File: src/rtl/mtr_pkg.sv
package mtr_pkg;

  localparam logic [2:0] MT_UC = 3'd0;
  localparam logic [2:0] MT_WC = 3'd1;
  localparam logic [2:0] MT_WT = 3'd4;
  localparam logic [2:0] MT_WP = 3'd5;
  localparam logic [2:0] MT_WB = 3'd6;

  // Strobes from control to datapath
  typedef struct packed {
    logic ctlWe;    // control register write
    logic rangeWe;  // range register write
    logic maskSel;  // 1: mask half, 0: base half
    logic flush;    // accepted write, flush needed
  } mtrStrb_t;

  // Reserved codes fold to UC
  function automatic logic [2:0] normType(input logic [2:0] t);
    case (t)
      MT_WC, MT_WT, MT_WP, MT_WB: normType = t;
      default:                    normType = MT_UC;
    endcase
  endfunction

  // Merge of range result and page attribute
  function automatic logic [2:0] mergeType(input logic [2:0] rangeT,
                                           input logic [2:0] pageT);
    logic [2:0] r;
    logic [2:0] p;
    r = normType(rangeT);
    p = normType(pageT);
    if (r == MT_UC || p == MT_UC)      mergeType = MT_UC;
    else if (r == MT_WC || p == MT_WC) mergeType = MT_WC;
    else if (r == MT_WT || p == MT_WT) mergeType = MT_WT;
    else if (r == MT_WP || p == MT_WP) mergeType = MT_WP;
    else                               mergeType = MT_WB;
  endfunction

endpackage

File: src/rtl/mtr_ctrl.sv
module mtr_ctrl
  import mtr_pkg::*;
#(
  parameter int NUM_RANGES = 8,
  parameter int ADDR_W     = 5,
  localparam int IDX_W     = (NUM_RANGES > 1) ? $clog2(NUM_RANGES) : 1
) (
  input  logic              clk,
  input  logic              rstN,
  input  logic              cfgWrEn,
  input  logic [ADDR_W-1:0] cfgAddr,
  output mtrStrb_t          strb,
  output logic [IDX_W-1:0]  rangeIdx,
  output logic              flushReq
);

  localparam int RANGE_SLOTS = 2 * NUM_RANGES;

  logic [ADDR_W-1:0] offs;
  logic              inRange;
  logic              isCtl;
  logic              flushQ;

  always_comb begin
    offs     = cfgAddr - ADDR_W'(2);
    isCtl    = (cfgAddr == '0);
    inRange  = (cfgAddr >= ADDR_W'(2)) && (int'(offs) < RANGE_SLOTS);
    rangeIdx = IDX_W'(offs >> 1);

    strb.ctlWe   = cfgWrEn && isCtl;
    strb.rangeWe = cfgWrEn && inRange;
    strb.maskSel = offs[0];
    strb.flush   = cfgWrEn && (isCtl || inRange);
  end

  always_ff @(posedge clk) begin
    if (!rstN) flushQ <= 1'b0;
    else       flushQ <= strb.flush;
  end

  assign flushReq = flushQ;

endmodule

File: src/rtl/mtr_datapath.sv
module mtr_datapath
  import mtr_pkg::*;
#(
  parameter int NUM_RANGES = 8,
  parameter int PFN_W      = 20,
  localparam int IDX_W     = (NUM_RANGES > 1) ? $clog2(NUM_RANGES) : 1,
  localparam int DATA_W    = PFN_W + 3
) (
  input  logic              clk,
  input  logic              rstN,
  input  mtrStrb_t          strb,
  input  logic [IDX_W-1:0]  rangeIdx,
  input  logic [DATA_W-1:0] wrData,
  input  logic              lkReq,
  input  logic [PFN_W-1:0]  lkPfn,
  input  logic [2:0]        lkPageType,
  output logic              rspValid,
  output logic [2:0]        rspType
);

  logic [2:0] defTypeQ;
  logic       enQ;

  logic [NUM_RANGES-1:0] hit;
  logic [NUM_RANGES-1:0] hitUc, hitWc, hitWt, hitWp, hitWb;

  // Control register
  always_ff @(posedge clk) begin
    if (!rstN) begin
      defTypeQ <= MT_UC;
      enQ      <= 1'b0;
    end else if (strb.ctlWe) begin
      defTypeQ <= wrData[2:0];
      enQ      <= wrData[3];
    end
  end

  // Range bank, one slice per range
  for (genvar i = 0; i < NUM_RANGES; i++) begin : gRange
    logic [PFN_W-1:0] baseQ;
    logic [PFN_W-1:0] maskQ;
    logic [2:0]       typeQ;
    logic             validQ;
    logic             sel;
    logic [2:0]       nt;

    assign sel = strb.rangeWe && (rangeIdx == IDX_W'(i));

    always_ff @(posedge clk) begin
      if (!rstN) begin
        baseQ  <= '0;
        maskQ  <= '0;
        typeQ  <= MT_UC;
        validQ <= 1'b0;
      end else if (sel) begin
        if (strb.maskSel) begin
          maskQ  <= wrData[DATA_W-1:3];
          validQ <= wrData[0];
        end else begin
          baseQ  <= wrData[DATA_W-1:3];
          typeQ  <= wrData[2:0];
        end
      end
    end

    assign nt     = normType(typeQ);
    assign hit[i] = validQ && ((lkPfn & maskQ) == (baseQ & maskQ));
    assign hitUc[i] = hit[i] && (nt == MT_UC);
    assign hitWc[i] = hit[i] && (nt == MT_WC);
    assign hitWt[i] = hit[i] && (nt == MT_WT);
    assign hitWp[i] = hit[i] && (nt == MT_WP);
    assign hitWb[i] = hit[i] && (nt == MT_WB);
  end

  // Overlap resolution
  logic       anyWc, anyWt, anyWp, anyWb;
  logic [2:0] kinds;
  logic [2:0] rangeType;

  always_comb begin
    anyWc = |hitWc;
    anyWt = |hitWt;
    anyWp = |hitWp;
    anyWb = |hitWb;
    kinds = 3'(anyWc) + 3'(anyWt) + 3'(anyWp) + 3'(anyWb);

    if (!enQ)                         rangeType = MT_UC;
    else if (hit == '0)               rangeType = normType(defTypeQ);
    else if (|hitUc)                  rangeType = MT_UC;
    else if (kinds == 3'd1) begin
      if (anyWc)                      rangeType = MT_WC;
      else if (anyWt)                 rangeType = MT_WT;
      else if (anyWp)                 rangeType = MT_WP;
      else                            rangeType = MT_WB;
    end
    else if (kinds == 3'd2 && anyWt && anyWb) rangeType = MT_WT;
    else                              rangeType = MT_UC;
  end

  // Response register
  always_ff @(posedge clk) begin
    if (!rstN) begin
      rspValid <= 1'b0;
      rspType  <= MT_UC;
    end else begin
      rspValid <= lkReq;
      if (lkReq) rspType <= mergeType(rangeType, lkPageType);
    end
  end

endmodule

File: src/rtl/mem_type_resolver.sv
module mem_type_resolver
  import mtr_pkg::*;
#(
  parameter int NUM_RANGES = 8,
  parameter int PFN_W      = 20,
  parameter int ADDR_W     = $clog2(2 * NUM_RANGES + 2)
) (
  input  logic              clk,
  input  logic              rstN,
  input  logic              cfgWrEn,
  input  logic [ADDR_W-1:0] cfgAddr,
  input  logic [PFN_W+2:0]  cfgWrData,
  input  logic              lkReq,
  input  logic [PFN_W-1:0]  lkPfn,
  input  logic [2:0]        lkPageType,
  output logic              rspValid,
  output logic [2:0]        rspType,
  output logic              flushReq
);

  localparam int IDX_W = (NUM_RANGES > 1) ? $clog2(NUM_RANGES) : 1;

  mtrStrb_t         strb;
  logic [IDX_W-1:0] rangeIdx;

  mtr_ctrl #(
    .NUM_RANGES(NUM_RANGES),
    .ADDR_W    (ADDR_W)
  ) ctrl_i (
    .clk     (clk),
    .rstN    (rstN),
    .cfgWrEn (cfgWrEn),
    .cfgAddr (cfgAddr),
    .strb    (strb),
    .rangeIdx(rangeIdx),
    .flushReq(flushReq)
  );

  mtr_datapath #(
    .NUM_RANGES(NUM_RANGES),
    .PFN_W     (PFN_W)
  ) dp_i (
    .clk       (clk),
    .rstN      (rstN),
    .strb      (strb),
    .rangeIdx  (rangeIdx),
    .wrData    (cfgWrData),
    .lkReq     (lkReq),
    .lkPfn     (lkPfn),
    .lkPageType(lkPageType),
    .rspValid  (rspValid),
    .rspType   (rspType)
  );

endmodule

File: config.mk
export PLATFORM = sky130hd
export DESIGN_NAME = mem_type_resolver
export DESIGN_NICKNAME = d
export VERILOG_FILES = /design/src/rtl/mtr_pkg.sv /design/src/rtl/mtr_ctrl.sv /design/src/rtl/mtr_datapath.sv /design/src/rtl/mem_type_resolver.sv
export SDC_FILE = /design/constraint.sdc
export NUM_CORES = 1
export LEC_CHECK = 0
export ABC_AREA = 1
export BUFFER_PORTS_ARGS = -buffer_cell sky130_fd_sc_hd__buf_4
export CORE_AREA = 2 2 190 192
export DETAILED_ROUTE_END_ITERATION = 12
export DIE_AREA = 0 0 192 194
export PLACE_DENSITY = 0.66
export SLEW_MARGIN = 10
export SYNTH_ARGS = -nofsm -noshare
export SYNTH_HDL_FRONTEND = slang
export SYNTH_HIERARCHICAL = 1
export SYNTH_SLANG_ARGS = --single-unit
File: constraint.sdc
create_clock -name clk -period 10.9 [get_ports clk]
set_clock_uncertainty 0.2 [all_clocks]
set_input_delay 2.725 -clock clk [delete_from_list [all_inputs] [get_ports clk]]
set_output_delay 2.725 -clock clk [all_outputs]
set_load 0.02 [all_outputs]
==> metrics.md <==
| Metric | Value |
|---|---|
| IO Count | 60 |
| Drt total wl | 60.6 mm |
| 1st-iter DRT viols | 1891 |
| Post-CTS sizing | 0 |
| Fill cells | approximately 3400 |
| H-tree levels | 2 |
| Synth warn | 6 |
| Worst skew pair latency | between 0.5 and 0.6 ns |
| Largest net degree at the start of global routing | around 110 |
| Sink Count | around 360 |
| DRT Pass-1 Iters | 6 |
| Clk slew on worst S/H paths | ~0.060 ns |
| Worst EP arrival | 6.53 ns |
| CTS tree | done |
| Maximum VDD drop | roughly 0.00014 V |
| CTS Hold Bufs | 0 |
| Tightest Pin Transition | between 1 and 1.5 ns |
| Final setup viols | 0 |
| GR Overflow Total | 0 |
| Startpoint Class | input pin |
| P per Cell Area | ~160 nW/um^2 |
| Hold Vio Cnt, Final | 0 |
| Fmax achieved | ~0.16 GHz |
| DR vias | roughly 17000 |
| Starting Density | about half |
| Final Wtd Congestion | between 0.9 and 1 |
| Slew headroom | a little over 20% |
| Critical path type | in2reg |
| Post-CTS Setup Bufs | 0 |
| GR Util All Layers | 32.3% |
| Post-layout util | a little over half |
| Rows | just under 70 |
| Nets | around 2600 |
| Clk buf depth | 3 |
| Core area | 35200 sq um |
| Area growth, synth to finish | 11.3% |
| Proportion of layout cells with a drive suffix above 1 | under 10% |
| Hold Slack | approximately 0.25 ns |
| DRC Markers | 0 |
| Routed WL per cell | approximately 20 um |
| Unrepaired setup endpoints after global routing | false |
| Status | finished, final reports clean |
| Critical Path Fanout Max | 16 |
| Flop2flop setup slack | 6.69 ns |
| Final Critical Period | 6.25 ns |
| Mapped Area | 17400 sq um |
| Final Cycle Share | between 50% and 60% |
| Vias in the first global route | approximately 15000 |
| Setup WS post-layout | 4.65 ns |
| Sum Neg Setup Slack | 0 ns |
| Static Leak | 7.63 nW |
| First-pass GRT wire length | 92.0 mm |
| Mapped Nets | approximately 2700 |
| Post-route ant nets | 0 |
| Initial antenna violation count | 5 |
| Root Driver | clkbuf_16 |
| Full die area | between 30000 and 40000 sq um |
| CTS buffer count | 41 |
| Avg Cell Area, Syn | 6.70 sq um |
| Die height | 194 um |
| Critical Path Sink Type | register |
| Die width | ~190 um |
| Post-Syn Instances | around 2600 |
| Max-cap viol count | 0 |
| Vias/cell | 5.66 |
| Slew Viols, Final | 0 |
| Hpwl dp | approximately 39 mm |
| Pre-CTS setup slack | about 4.2 ns |
| Port-buffer cells | 59 |
| Worst hold path class | reg2reg |
| CP Data Required Time | around 11 ns |
==> cell type report <==
type	instances	area (sq um)	area share [%]
clock inverter	8	146	0.758
clock buffer	67	1280	6.61
inverter	282	1110	5.74
antenna	5	12.5	0.0648
multi-input combinational	1788	8330	43.1
sequential	361	7230	37.4
tap	461	577	2.99
timing repair buffer	84	634	3.28
==> worst max-delay path, stage by stage <==
cell	delay, ns
buf_4	0.17
o21ai_1	0.44
nand3_1	0.30
nor2_4	0.32
nand4_1	0.18
nand2_1	0.10
nor2_1	0.05
nand2_1	0.10
and2_1	0.14
nor2_1	0.04
ha_1	0.27
ha_1	0.20
ha_1	0.32
nor3_1	0.19
nand3_1	0.14
nor2_1	0.11
nor2_1	0.06
nand2_1	0.06
nand3_2	0.07
a21oi_2	0.16
inv_1	0.06
nor2_2	0.09
nand2_1	0.08
a21oi_2	0.11
==> path summary, 6_finish.rpt <==
kind                                   startpoint                                    to  cells past startpoint
min reg2reg  dp_i/gRange[4].maskQ[6]$_SDFFE_PN0P_  dp_i/gRange[4].maskQ[6]$_SDFFE_PN0P_                      2
min          dp_i/gRange[4].maskQ[6]$_SDFFE_PN0P_  dp_i/gRange[4].maskQ[6]$_SDFFE_PN0P_                      2
max                                      lkPfn[5]          dp_i/rspType[1]$_SDFFE_PN0P_                     24
max reg2reg  dp_i/gRange[4].baseQ[5]$_SDFFE_PN0P_          dp_i/rspType[1]$_SDFFE_PN0P_                     23
==> state kept, by name, summed over array words and instances (netlist names) <==
| signal | flops |
|---|---|
| dp_i/gRange.validQ | 8 |
| ctrl_i/flushReq | 1 |
| dp_i/rspValid | 1 |
| dp_i/gRange.baseQ | 160 |
| dp_i/rspType | 3 |
| dp_i/gRange.maskQ | 160 |
| dp_i/enQ | 1 |
| dp_i/defTypeQ | 3 |
| dp_i/gRange.typeQ | 24 |
==> report_power, final <==
part	internal, mW	total [mW]	switching, mW
logic	0.0575	0.218	0.161
registers	1.34	1.35	0.0104
clock network	0.893	1.45	0.558
==> metrics by stage <==
stage	instances	power (mW)	instance area, sq um
floorplan	2590	1.52	17400
global placement	2976	1.59	17900
detailed placement	2976	1.59	17900
CTS	3051	3.03	19300
global route	3056	3.12	19300
finish	3056	3.02	19300
==> layer usage <==
| layer | track usage, % | vias up | share of wire (%) |
|---|---|---|---|
| met5 | 0 | - | 0 |
| met4 | 14.4 | 0 | 4.4 |
| met3 | 4.83 | 143 | 7.9 |
| met2 | 50.2 | 722 | 45 |
| met1 | 44.5 | 8026 | 43 |
| li1 | - | 8408 | - |
==> cell usage in the layout (no fill, tap or decap), types with 2 or more instances in the layout <==
master	instances
inv_4	8
bufinv_16	4
o21ai_0	264
clkbuf_1	13
inv_1	266
nand2_2	8
inv_2	2
inv_6	7
nand3_1	290
buf_4	83
diode_2	5
clkbuf_16	43
nand2_1	566
nor2_2	16
nor2_4	8
dfxtp_1	361
nor3_1	9
nand3_2	12
a21oi_2	7
ha_1	5
o21ai_2	3
and2_1	7
clkinv_2	2
nand4_1	41
clkbuf_8	11
nor2_1	174
or2_2	3
o21ai_1	9
a21oi_1	356
Power figures use the tool's default switching activity.
